[src/rtl/hfc_pkg.sv]
package hfc_pkg;
    typedef enum logic [1:0] {
        ST_HUNT    = 2'd0,
        ST_CONFIRM = 2'd1,
        ST_LOCKED  = 2'd2,
        ST_FADING  = 2'd3
    } hfc_state_e;
endpackage

[src/rtl/hfc_sync_fsm.sv]
module hfc_sync_fsm
    import hfc_pkg::*;
#(
    parameter int RATE_W   = 2,
    parameter int BASE_LEN = 16,
    parameter bit SIM_MODE = 1'b0,
    parameter int ACQ_N    = 2,
    parameter int LOSS_N   = 3,
    localparam int MAX_LEN = BASE_LEN << ((1 << RATE_W) - 1),
    localparam int POS_W   = $clog2(MAX_LEN),
    localparam int LEN_W   = POS_W + 1,
    localparam int SHIFT   = SIM_MODE ? 2 : 0,
    localparam int CNT_MAX = (ACQ_N > LOSS_N) ? ACQ_N : LOSS_N,
    localparam int CNT_W   = $clog2(CNT_MAX + 1)
) (
    input  logic              clk,
    input  logic              rst_n,
    input  logic [RATE_W-1:0] rate_sel,
    input  logic              sync_seen,
    output logic [POS_W-1:0]  pos,
    output logic              at_bnd,
    output logic              in_sync
);
    hfc_state_e       st_q, st_d;
    logic [POS_W-1:0] pos_q, pos_d, last_idx;
    logic [CNT_W-1:0] hit_q, hit_d, miss_q, miss_d;
    logic [LEN_W-1:0] len_w;
    logic             bnd;

    always_comb begin
        len_w    = (LEN_W'(BASE_LEN) << rate_sel) >> SHIFT;
        last_idx = POS_W'(len_w - LEN_W'(1));
        bnd      = (pos_q == '0);
    end

    // state register
    always_ff @(posedge clk or negedge rst_n) begin
        if (!rst_n) begin
            st_q   <= ST_HUNT;
            pos_q  <= '0;
            hit_q  <= '0;
            miss_q <= '0;
        end else begin
            st_q   <= st_d;
            pos_q  <= pos_d;
            hit_q  <= hit_d;
            miss_q <= miss_d;
        end
    end

    // next state
    always_comb begin
        st_d   = st_q;
        pos_d  = (pos_q == last_idx) ? '0 : pos_q + POS_W'(1);
        hit_d  = hit_q;
        miss_d = miss_q;
        unique case (st_q)
            ST_HUNT: begin
                pos_d = '0;
                if (sync_seen) begin
                    pos_d = POS_W'(1);
                    hit_d = CNT_W'(1);
                    st_d  = (ACQ_N <= 1) ? ST_LOCKED : ST_CONFIRM;
                end
            end
            ST_CONFIRM: begin
                if (bnd) begin
                    if (!sync_seen) begin
                        st_d  = ST_HUNT;
                        pos_d = '0;
                    end else if (hit_q == CNT_W'(ACQ_N - 1)) begin
                        st_d   = ST_LOCKED;
                        miss_d = '0;
                    end else begin
                        hit_d = hit_q + CNT_W'(1);
                    end
                end
            end
            ST_LOCKED: begin
                if (bnd && !sync_seen) begin
                    miss_d = CNT_W'(1);
                    if (LOSS_N <= 1) begin
                        st_d  = ST_HUNT;
                        pos_d = '0;
                    end else begin
                        st_d = ST_FADING;
                    end
                end
            end
            ST_FADING: begin
                if (bnd) begin
                    if (sync_seen) begin
                        st_d   = ST_LOCKED;
                        miss_d = '0;
                    end else if (miss_q == CNT_W'(LOSS_N - 1)) begin
                        st_d  = ST_HUNT;
                        pos_d = '0;
                    end else begin
                        miss_d = miss_q + CNT_W'(1);
                    end
                end
            end
            default: st_d = ST_HUNT;
        endcase
    end

    // outputs
    always_comb begin
        pos     = pos_q;
        at_bnd  = bnd && (st_q != ST_HUNT);
        in_sync = (st_q == ST_LOCKED) || (st_q == ST_FADING);
    end
endmodule

[config.mk]
export PLATFORM = sky130hd
export DESIGN_NAME = hfc_sync_fsm
export DESIGN_NICKNAME = d
export VERILOG_FILES = /design/src/rtl/hfc_pkg.sv /design/src/rtl/hfc_sync_fsm.sv
export SDC_FILE = /design/constraint.sdc
export NUM_CORES = 1
export LEC_CHECK = 0
export ABC_AREA = 1
export BUFFER_PORTS_ARGS = -buffer_cell sky130_fd_sc_hd__buf_2
export CAP_MARGIN = 20
export CORE_ASPECT_RATIO = 1.1
export CORE_MARGIN = 3
export CORE_UTILIZATION = 40
export DETAILED_ROUTE_END_ITERATION = 10
export GPL_TIMING_DRIVEN = 0
export MAX_ROUTING_LAYER = met4
export PLACE_DENSITY_LB_ADDON = 0.3
export SLEW_MARGIN = 20
export SYNTH_ARGS = -nofsm -noshare
export SYNTH_HDL_FRONTEND = slang
export SYNTH_SLANG_ARGS = --single-unit
[constraint.sdc]
create_clock -name clk -period 1.2 [get_ports clk]
set_input_delay 0.12 -clock clk [delete_from_list [all_inputs] [get_ports clk]]
set_output_delay 0.12 -clock clk [all_outputs]
set_load 0.005 [all_outputs]
==> impl_metrics.env, run 1 <==
export IMPL_outcome="complete, but fails checks"
export IMPL_violations="negative setup slack"
export IMPL_chipWidth_um=52.4
export IMPL_holdPathStages=3
export IMPL_post_drt_wl_per_cell_um=10.7
export IMPL_synth_ff_type="dfrtp_1"
export IMPL_rows=17
export IMPL_pre_cts_ws_ps=-179
export IMPL_synth_top_family_by_area="simple AND/OR/NAND/NOR gates"
export IMPL_top_usage_layer="met2"
export IMPL_worstPathRequired_ps=1080
export IMPL_clkTransAtPathRegs_ps=80
export IMPL_synthesis_nets=150
export IMPL_drive_above_1_share_pct=32.5
export IMPL_power_density_mw_per_mm2=2240
export IMPL_synthXorXnorAreaFrac_pct=0.926
export IMPL_n_fill_cell=220
export IMPL_start_util_pct=44.5
export IMPL_io_pins=14
export IMPL_synthArstFlopShare_pct=100
export IMPL_endpoint_kind="output pin"
export IMPL_synthAdderAreaFrac_pct=5.29
export IMPL_synth_area_um2=946
export IMPL_port_buffer_count=12
export IMPL_yosysSeqAreaShare_pct=34.4
export IMPL_hp_class="primary input to register"
export IMPL_drv_cap=0
export IMPL_synth_common_cells="nand2_1, nor2_1, inv_1, dfrtp_1, nand3_1"
export IMPL_dp_hpwl_mm=1.47
export IMPL_finalSetupTns_ps=-2410
export IMPL_critPathArrivalTime_ps=1320
export IMPL_cts_root_buffer="clkbuf_4"
export IMPL_muxShareOfSynthArea_pct=0
export IMPL_core_area_mm2=0.00213
export IMPL_first_global_vias=855
export IMPL_firstDrtPassIters=4
export IMPL_timing_fmax_mhz=693
export IMPL_synth_compound_area_share_pct=4.23
export IMPL_synth_edf_count=0
export IMPL_yosysTopAreaCellShare_pct=34.4
export IMPL_finalCritPeriodShare_pct=120
export IMPL_switching_share_pct=45.0
export IMPL_tritoncts="done"
export IMPL_fp_dieH_um=57
export IMPL_overflow=0
export IMPL_switchingPower_mw=1.21
export IMPL_vias=948
export IMPL_p_total_mw=2.70
export IMPL_r2r_slack_ps=-190
export IMPL_drt_iter0_drc=30
export IMPL_skew_ps=0.732
export IMPL_seqPwrFrac_pct=24.7
export IMPL_clock_latency_ps=280
export IMPL_setup_viol=14
export IMPL_r2r_start="pos[0]$_DFF_PN0_"
export IMPL_cts_buffer_depth=2
export IMPL_drc=0
export IMPL_yosysTopAreaCell="dfrtp_1"
export IMPL_syn_inst=141
export IMPL_power_internal_mw=1.48
export IMPL_ys_types=19
export IMPL_cts_buffers=3
export IMPL_cp_depth=7
export IMPL_period_needed_ps=1440
export IMPL_min_delay_start="sync_seen"
export IMPL_grt_use_met2_pct=24.8
export IMPL_max_stage_delay_ps=400
export IMPL_r2r_end="pos[3]$_DFF_PN0_"
export IMPL_grt_usage_pct=15.9
export IMPL_crit_path_top_delay_cell="dfrtp_1"
export IMPL_diodes=0
export IMPL_dieArea_mm2=0.00298
export IMPL_reg2reg_depth=11
export IMPL_comb_power_share_pct=64.9
export IMPL_final_hold_viol_count=0
export IMPL_setup_slack_ps=-244
export IMPL_wl_mm=2.07
export IMPL_grt_use_met3_pct=3.13
export IMPL_rsz0062_at_grt="yes"
export IMPL_ant_nets=0
export IMPL_synth_simple_area_share_pct=43.7
export IMPL_cp_max_fo=2
export IMPL_syn_to_final_growth_pct=27.0
export IMPL_ys_warnings_count=0
export IMPL_final_max_slew_viol_count=0
export IMPL_synth_area_leaders="dfrtp_1, nand2_1, nor2_1, nand3_1, inv_1"
export IMPL_multi_input_area_um2=564
export IMPL_synth_most_common_cell="nand2_1"
export IMPL_synth_seq_cells=13
export IMPL_cts_sinks=13
export IMPL_final_nets=176
export IMPL_crit_top_cell="nor2_4"
export IMPL_path_cells="inv_2 > ha_4 > nand2_4 > nor2_4 > nand2_2 > nor2_4 > buf_2"
export IMPL_post_synth_cell_area_avg_um2=6.71
export IMPL_leakage_nw=0.634
export IMPL_h_tree_depth=1
export IMPL_vias_per_cell=4.89
export IMPL_antenna_found_initial=0
export IMPL_ir_worst_vdd_mv=1.13
export IMPL_crit_type="register to output pin"
export IMPL_grt_pass1_wl_mm=3.48
export IMPL_start_kind="register"
export IMPL_gp_congestion=0.894
export IMPL_crit_family="flip-flops"
export IMPL_worstPathBufferInverterCount=2
export IMPL_worstMarginPinSlew_ps=323
export IMPL_seq_area_um2=327
export IMPL_max_slew_margin_rel_pct=78.4
export IMPL_grt_max_degree=14
export IMPL_grt_use_met1_pct=19.2
export IMPL_clkPwrFrac_pct=10.4
-- final cells by class --
class,instances,share of cell area [%]
multi-input combinational,102,47.0
sequential,13,27.2
timing repair buffer,21,11.5
inverter,22,7.08
tap,28,2.92
clock buffer,4,2.19
buffer,4,2.19
-- routing by layer --
layer  routed length (um)  up-vias
li1                     -      483
met1                  908      442
met2                 1040       19
met3                   83        4
met4                   38        0
met5                    0        -
-- cell usage in the layout (no fill, tap or decap), drive strengths merged --
cell	count
nand2	47
nor2	24
buf	23
inv	22
nand3	14
dfrtp	13
o21ai	7
clkbuf	5
ha	4
nand4	3
xnor2	1
nand3b	1
a21oi	1
dlygate4sd3	1
-- how the worst max path moves through the flow --
stage | start | endpoint | slack, ps
5_1_grt | pos[0]$_DFF_PN0_ | at_bnd | -290
2_1_floorplan | pos[0]$_DFF_PN0_ | miss_q[0]$_DFFE_PN0P_ | -70
4_1_cts | pos[1]$_DFF_PN0_ | at_bnd | -290
3_3_place_gp | pos[0]$_DFF_PN0_ | pos[6]$_DFF_PN0_ | -150
3_5_place_dp | pos[0]$_DFF_PN0_ | pos[6]$_DFF_PN0_ | -180
6_report | pos[0]$_DFF_PN0_ | at_bnd | -240
-- worst register-to-register path, cell delays in order (launching register included) --
cell	delay (ps)
dfrtp_1	400
inv_2	90
ha_4	150
nand2_4	50
nor2_4	80
buf_4	110
buf_6	80
nand3_1	50
nand2_1	70
nand2_2	70
inv_4	80
nor2_1	50
-- power groups by stage --
| stage | logic [mW] | clock network [mW] | registers [mW] |
|---|---|---|---|
| floorplan | 1.03 | 0 | 0.665 |
| global placement | 1.28 | 0 | 0.670 |
| detailed placement | 1.32 | 0 | 0.679 |
| CTS | 1.67 | 0.298 | 0.661 |
| global route | 1.97 | 0.312 | 0.676 |
| finish | 1.75 | 0.281 | 0.666 |
-- what timing repair did --
item	4_1_cts	5_1_grt
endpoints found under the hold margin	13	0
pin swaps	10	3
hold buffers	1	0
setup endpoints to repair	14	14
resized for setup	10	7
buffers inserted	6	2
-- per-stage QoR --
stage / instances / hold slack (ps) / area (um2) / utilization [%]
after CTS: 192 / 144 / 1170 / 54.9
final: 194 / 158 / 1200 / 56.5
after global placement: 181 / 26.3 / 1040 / 49.1
after detailed placement: 181 / 33.6 / 1040 / 49.1
after floorplan: 141 / -176 / 948 / -
after global routing: 194 / 146 / 1200 / 56.5
-- registers in the layout (all words and copies together) (netlist names), named ones only --
name    count
hit_q       2
pos         7
miss_q      2
st_q        1
-- kinds of logic (layout without fill, tap and decap cells) --
family                     after synthesis  count (layout)
AOI/OAI and AO/OA                        8               8
and+or+nand+nor                         89              89
buffers and inverters                   26              51
xor gates and xnor gates                 1               1
adders and majority gates                4               4
DFF                                     13              13
Power figures use the tool's default switching activity.
==> inputs of run 2 (changes only) <==
clock period = 1.6 ns   (was 1.2 ns; I/O delays follow)
==> run 2 against run 1 <==
Effect of this change:
- the run now ends clean
- sequential share of layout area rose by 2.3 points
- worst hold slack better by 53 ps
- combinational power is 39% lower
- worst setup slack improved by 300 ps
- count of clock-buffer cells in the layout unchanged
- non-clock buffer count decreased by 5
- largest cell class unchanged
- highest routed layer unchanged
==> impl_metrics.env, run 2 (synthesis results as in run 1) <==
export IMPL_skew_ps=6.45
export IMPL_grt_usage_pct=15.7
export IMPL_final_max_slew_viol_count=0
export IMPL_holdPathStages=3
export IMPL_cts_buffer_depth=2
export IMPL_dieArea_mm2=0.00298
export IMPL_worstPathBufferInverterCount=2
export IMPL_setup_viol=0
export IMPL_leakage_nw=0.597
export IMPL_vias=906
export IMPL_crit_path_top_delay_cell="dfrtp_1"
export IMPL_max_stage_delay_ps=380
export IMPL_drc=0
export IMPL_rsz0062_at_grt="no"
export IMPL_layout_commonest_cell="nand2_1"
export IMPL_h_tree_depth=1
export IMPL_finalCritPeriodShare_pct=96.2
export IMPL_final_hold_viol_count=0
export IMPL_drt_iter0_drc=9
export IMPL_crit_type="register to output pin"
export IMPL_core_area_mm2=0.00213
export IMPL_start_kind="register"
export IMPL_r2r_end="pos[6]$_DFF_PN0_"
export IMPL_holdWs_ps=211
export IMPL_worstPathRequired_ps=1440
export IMPL_diodes=0
export IMPL_ant_nets=0
export IMPL_clock_latency_ps=280
export IMPL_crit_family="flip-flops"
export IMPL_finalSetupTns_ps=0
export IMPL_io_pins=14
export IMPL_worstMarginPinSlew_ps=312
export IMPL_reg2reg_depth=10
export IMPL_cts_root_buffer="clkbuf_4"
export IMPL_largest_register_ffs=7
export IMPL_n_fill_cell=228
export IMPL_vias_per_cell=4.79
export IMPL_syn_to_final_growth_pct=16.5
export IMPL_chipWidth_um=52.4
export IMPL_final_nets=171
export IMPL_fin_cells=189
export IMPL_first_global_vias=835
export IMPL_drv_cap=0
export IMPL_gp_congestion=0.876
export IMPL_r2r_start="pos[0]$_DFF_PN0_"
export IMPL_wl_mm=1.99
export IMPL_timing_fmax_mhz=650
export IMPL_r2r_slack_ps=170
export IMPL_cp_max_fo=2
export IMPL_fp_dieH_um=57
export IMPL_clkTransAtPathRegs_ps=80
export IMPL_post_drt_wl_per_cell_um=10.5
export IMPL_layout_common_cells="nand2_1, nor2_1, inv_1, dfrtp_1"
export IMPL_dp_cells=181
export IMPL_hp_class="primary input to register"
export IMPL_path_cells="inv_1 > ha_2 > nand2_2 > nor2_4 > nand2_2 > nor2_4 > buf_2"
export IMPL_drive_above_1_share_pct=24.8
export IMPL_setup_slack_ps=60.8
export IMPL_max_slew_margin_rel_pct=79.2
export IMPL_grt_pass1_wl_mm=3.48
export IMPL_cts_sinks=13
export IMPL_pre_cts_ws_ps=186
export IMPL_seq_area_um2=325
export IMPL_min_delay_start="sync_seen"
export IMPL_cts_buffers=3
export IMPL_port_buffer_count=12
export IMPL_antenna_found_initial=0
export IMPL_start_util_pct=44.5
export IMPL_grt_max_degree=14
export IMPL_tritoncts="done"
export IMPL_critPathArrivalTime_ps=1380
export IMPL_ir_worst_vdd_mv=0.848
export IMPL_rows=17
export IMPL_endpoint_kind="output pin"
export IMPL_overflow=0
export IMPL_period_needed_ps=1540
export IMPL_power_density_mw_per_mm2=1590
export IMPL_firstDrtPassIters=4
export IMPL_multi_input_area_um2=514
export IMPL_outcome="finished clean"
export IMPL_dp_hpwl_mm=1.53
run 2: worst max-delay path by stage:
stage                          start                    end  slack, ps  depth (start not counted)
CTS                 pos[0]$_DFF_PN0_                 at_bnd         30                          7
floorplan           pos[0]$_DFF_PN0_  miss_q[0]$_DFFE_PN0P_        310                          9
detailed placement  pos[0]$_DFF_PN0_       pos[4]$_DFF_PN0_        190                          9
finish              pos[0]$_DFF_PN0_                 at_bnd         60                          7
global placement    pos[0]$_DFF_PN0_       pos[6]$_DFF_PN0_        230                          9
global route        pos[0]$_DFF_PN0_                 at_bnd        0.7                          7
run 2: metal layers:
metal	vias up	part of all wire (%)	GRT usage [%]
met3	4	3.3	2.35
li1	471	-	-
met4	0	2.0	7.66
met2	14	51	25.7
met5	-	0	-
met1	417	44	18.3
run 2: metrics by stage:
step	power [mW]	area, um2	util (%)
after CTS	1.78	1100	51.8
final	1.75	1100	51.8
after floorplan	1.27	946	-
after global placement	1.46	1040	48.9
after global routing	1.94	1100	51.8
after detailed placement	1.50	1040	48.9
run 2: final cells by class:
| cell class | instances | share of cell area, % |
|---|---|---|
| Sequential cell | 13 | 29.5 |
| Tap cell | 28 | 3.18 |
| Inverter | 22 | 7.49 |
| Timing Repair Buffer | 16 | 8.40 |
| Multi-Input combinational cell | 102 | 46.7 |
| Buffer | 4 | 2.38 |
| Clock buffer | 4 | 2.38 |
run 2: power by group:
group	switching, mW	internal, mW
Combinational	0.633	0.425
Clock	0.108	0.0966
Sequential	0.0629	0.428
run 2: worst reg2reg max path, cell delays in order, from the launching register on:
cell	delay, ps
dfrtp_1	380
inv_1	80
ha_2	190
nand2_2	70
nor2_4	90
buf_4	120
nand3_1	60
nand2_1	70
nand2_1	70
inv_2	110
nor2_1	60
run 2: timing repair:
action | 4_1_cts | 5_1_grt
resized for setup | 1 | 0
hold buffers | 1 | 0
pin swaps | 1 | 1
hold endpoints to repair | 13 | 0
setup buffers | 3 | 0
setup endpoints to repair | 1 | 1
==> inputs of run 3 (changes only) <==
CTS_BUF_LIST = sky130_fd_sc_hd__clkbuf_4 sky130_fd_sc_hd__clkbuf_8   (was default)
==> run 3 against run 2 <==
Effect of this change:
- combinational power barely moved
- first-iteration DRC count rose by 33%
- flip-flop and latch count did not move
- sequential power barely moved
- routed wire length rose by 0.40%
- critical endpoint unchanged
- worst hold slack improved by 0.83 ps
==> impl_metrics.env, run 3 (synthesis results as in run 1) <==
export IMPL_outcome="finished clean"
export IMPL_clkTransAtPathRegs_ps=80
export IMPL_first_global_vias=837
export IMPL_cts_root_buffer="clkbuf_4"
export IMPL_cp_max_fo=2
export IMPL_dp_hpwl_mm=1.53
export IMPL_tritoncts="done"
export IMPL_max_slew_margin_rel_pct=79.3
export IMPL_endpoint_kind="output pin"
export IMPL_vias_per_cell=4.80
export IMPL_antenna_found_initial=0
export IMPL_syn_to_final_growth_pct=18.0
export IMPL_timing_fmax_mhz=656
export IMPL_diodes=0
export IMPL_overflow=0
export IMPL_vias=907
export IMPL_grt_usage_pct=15.2
export IMPL_start_util_pct=44.5
export IMPL_comb_power_share_pct=60.3
export IMPL_leakage_nw=0.602
export IMPL_grt_use_met3_pct=2.35
export IMPL_h_tree_depth=1
export IMPL_start_kind="register"
export IMPL_clkPwrFrac_pct=12.4
export IMPL_path_cells="inv_1 > ha_4 > nand2_2 > nor2_4 > nand2_2 > nor2_4 > buf_2"
export IMPL_worstPathRequired_ps=1440
export IMPL_drv_cap=0
export IMPL_cts_sinks=13
export IMPL_wl_mm=1.99
export IMPL_final_nets=171
export IMPL_period_needed_ps=1520
export IMPL_seqPwrFrac_pct=27.2
export IMPL_final_hold_viol_count=0
export IMPL_critPathArrivalTime_ps=1360
export IMPL_layout_commonest_cell="nand2_1"
export IMPL_crit_family="flip-flops"
export IMPL_fp_dieH_um=57
export IMPL_port_buffer_count=12
export IMPL_crit_path_top_delay_cell="dfrtp_1"
export IMPL_post_drt_wl_per_cell_um=10.5
export IMPL_ant_nets=0
export IMPL_grt_pass1_wl_mm=3.46
export IMPL_crit_type="register to output pin"
export IMPL_cts_buffers=3
export IMPL_layout_common_cells="nand2_1, nor2_1, inv_1, dfrtp_1"
export IMPL_io_pins=14
export IMPL_drive_above_1_share_pct=25.5
export IMPL_grt_use_met2_pct=25.9
export IMPL_final_max_slew_viol_count=0
export IMPL_top_usage_layer="met2"
export IMPL_power_density_mw_per_mm2=1610
export IMPL_switchingPower_uw=819
export IMPL_cts_buffer_depth=2
export IMPL_rsz0062_at_grt="no"
export IMPL_grt_use_met1_pct=18.3
export IMPL_skew_ps=6.12
export IMPL_finalSetupTns_ps=0
export IMPL_drt_iter0_drc=12
export IMPL_ir_worst_vdd_mv=0.888
export IMPL_dieArea_mm2=0.00298
export IMPL_hp_class="primary input to register"
export IMPL_worstPathBufferInverterCount=2
export IMPL_finalCritPeriodShare_pct=95.3
export IMPL_largest_register_ffs=7
export IMPL_power_internal_uw=983
export IMPL_setup_viol=0
export IMPL_gp_congestion=0.876
export IMPL_chipWidth_um=52.4
export IMPL_worstMarginPinSlew_ps=311
export IMPL_grt_max_degree=14
export IMPL_core_area_mm2=0.00213
export IMPL_clock_latency_ps=280
export IMPL_drc=0
export IMPL_max_stage_delay_ps=380
export IMPL_seq_area_um2=325
export IMPL_multi_input_area_um2=524
export IMPL_firstDrtPassIters=4
export IMPL_final_util_pct=52.5
export IMPL_n_fill_cell=225
export IMPL_rows=17
export IMPL_switching_share_pct=45.4
[run 3: layout make-up]
cell class                      instances  share of cell area (%)
Multi-Input combinational cell        102                    47.0
Tap cell                               28                    3.14
Sequential cell                        13                    29.1
Timing Repair Buffer                   16                    8.30
Buffer                                  4                    2.35
Clock buffer                            4                    2.69
Inverter                               22                    7.40
[run 3: worst paths after layout]
| path | start | end | slack, ps | cells past startpoint |
|---|---|---|---|---|
| min in group asynchronous | rst_n | miss_q[1]$_DFFE_PN0P_ | 290 | 2 |
| hold / removal | sync_seen | register | 210 | 3 |
| hold reg to reg | miss_q[0]$_DFFE_PN0P_ | miss_q[0]$_DFFE_PN0P_ | 520 | 2 |
| setup reg to reg | pos[0]$_DFF_PN0_ | pos[6]$_DFF_PN0_ | 190 | 10 |
| setup / recovery | pos[0]$_DFF_PN0_ | at_bnd | 80 | 7 |
| max in group asynchronous | rst_n | miss_q[0]$_DFFE_PN0P_ | 1070 | 2 |
[run 3: worst reg2reg max path: cells and delay by family, from the launching register on]
family / cells / cell delay, ps
DFF: 1 / 380
adders and majority gates: 1 / 150
buffers and inverters: 3 / 340
and+or+nand+nor: 6 / 410
[run 3: power by group through the flow]
stage / combinational (mW) / clock (mW) / sequential, mW
floorplan: 0.772 / 0 / 0.499
global placement: 0.960 / 0 / 0.503
detailed placement: 0.992 / 0 / 0.509
CTS: 1.07 / 0.239 / 0.491
global route: 1.25 / 0.249 / 0.499
finish: 1.09 / 0.224 / 0.491
[run 3: per-layer routing]
| metal | vias up | routed length [um] | share of wire [%] |
|---|---|---|---|
| li1 | 471 | - | - |
| met1 | 417 | 886 | 44 |
| met2 | 17 | 1010 | 51 |
| met3 | 2 | 73 | 3.7 |
| met4 | 0 | 25 | 1.3 |
| met5 | - | 0 | 0 |
[run 3: stage by stage]
step / power, mW / hold WS [ps] / setup WS (ps) / cell area [um2] / std cells
global route: 1.99 / 215 / 8.92 / 1120 / 189
finish: 1.80 / 212 / 75.4 / 1120 / 189
CTS: 1.80 / 204 / 30.3 / 1110 / 189
global placement: 1.46 / 69.6 / 226 / 1040 / 181
detailed placement: 1.50 / 73.4 / 186 / 1040 / 181
floorplan: 1.27 / -136 / 312 / 946 / 141
[run 3: what timing repair did]
item / CTS / global route
hold buffers: 1 / 0
hold endpoints to repair: 13 / 0
resized for setup: 1 / 1
endpoints found under the setup margin: 1 / 1
buffers inserted: 3 / 0
cloned: 0 / 0
pin swaps: 1 / 1
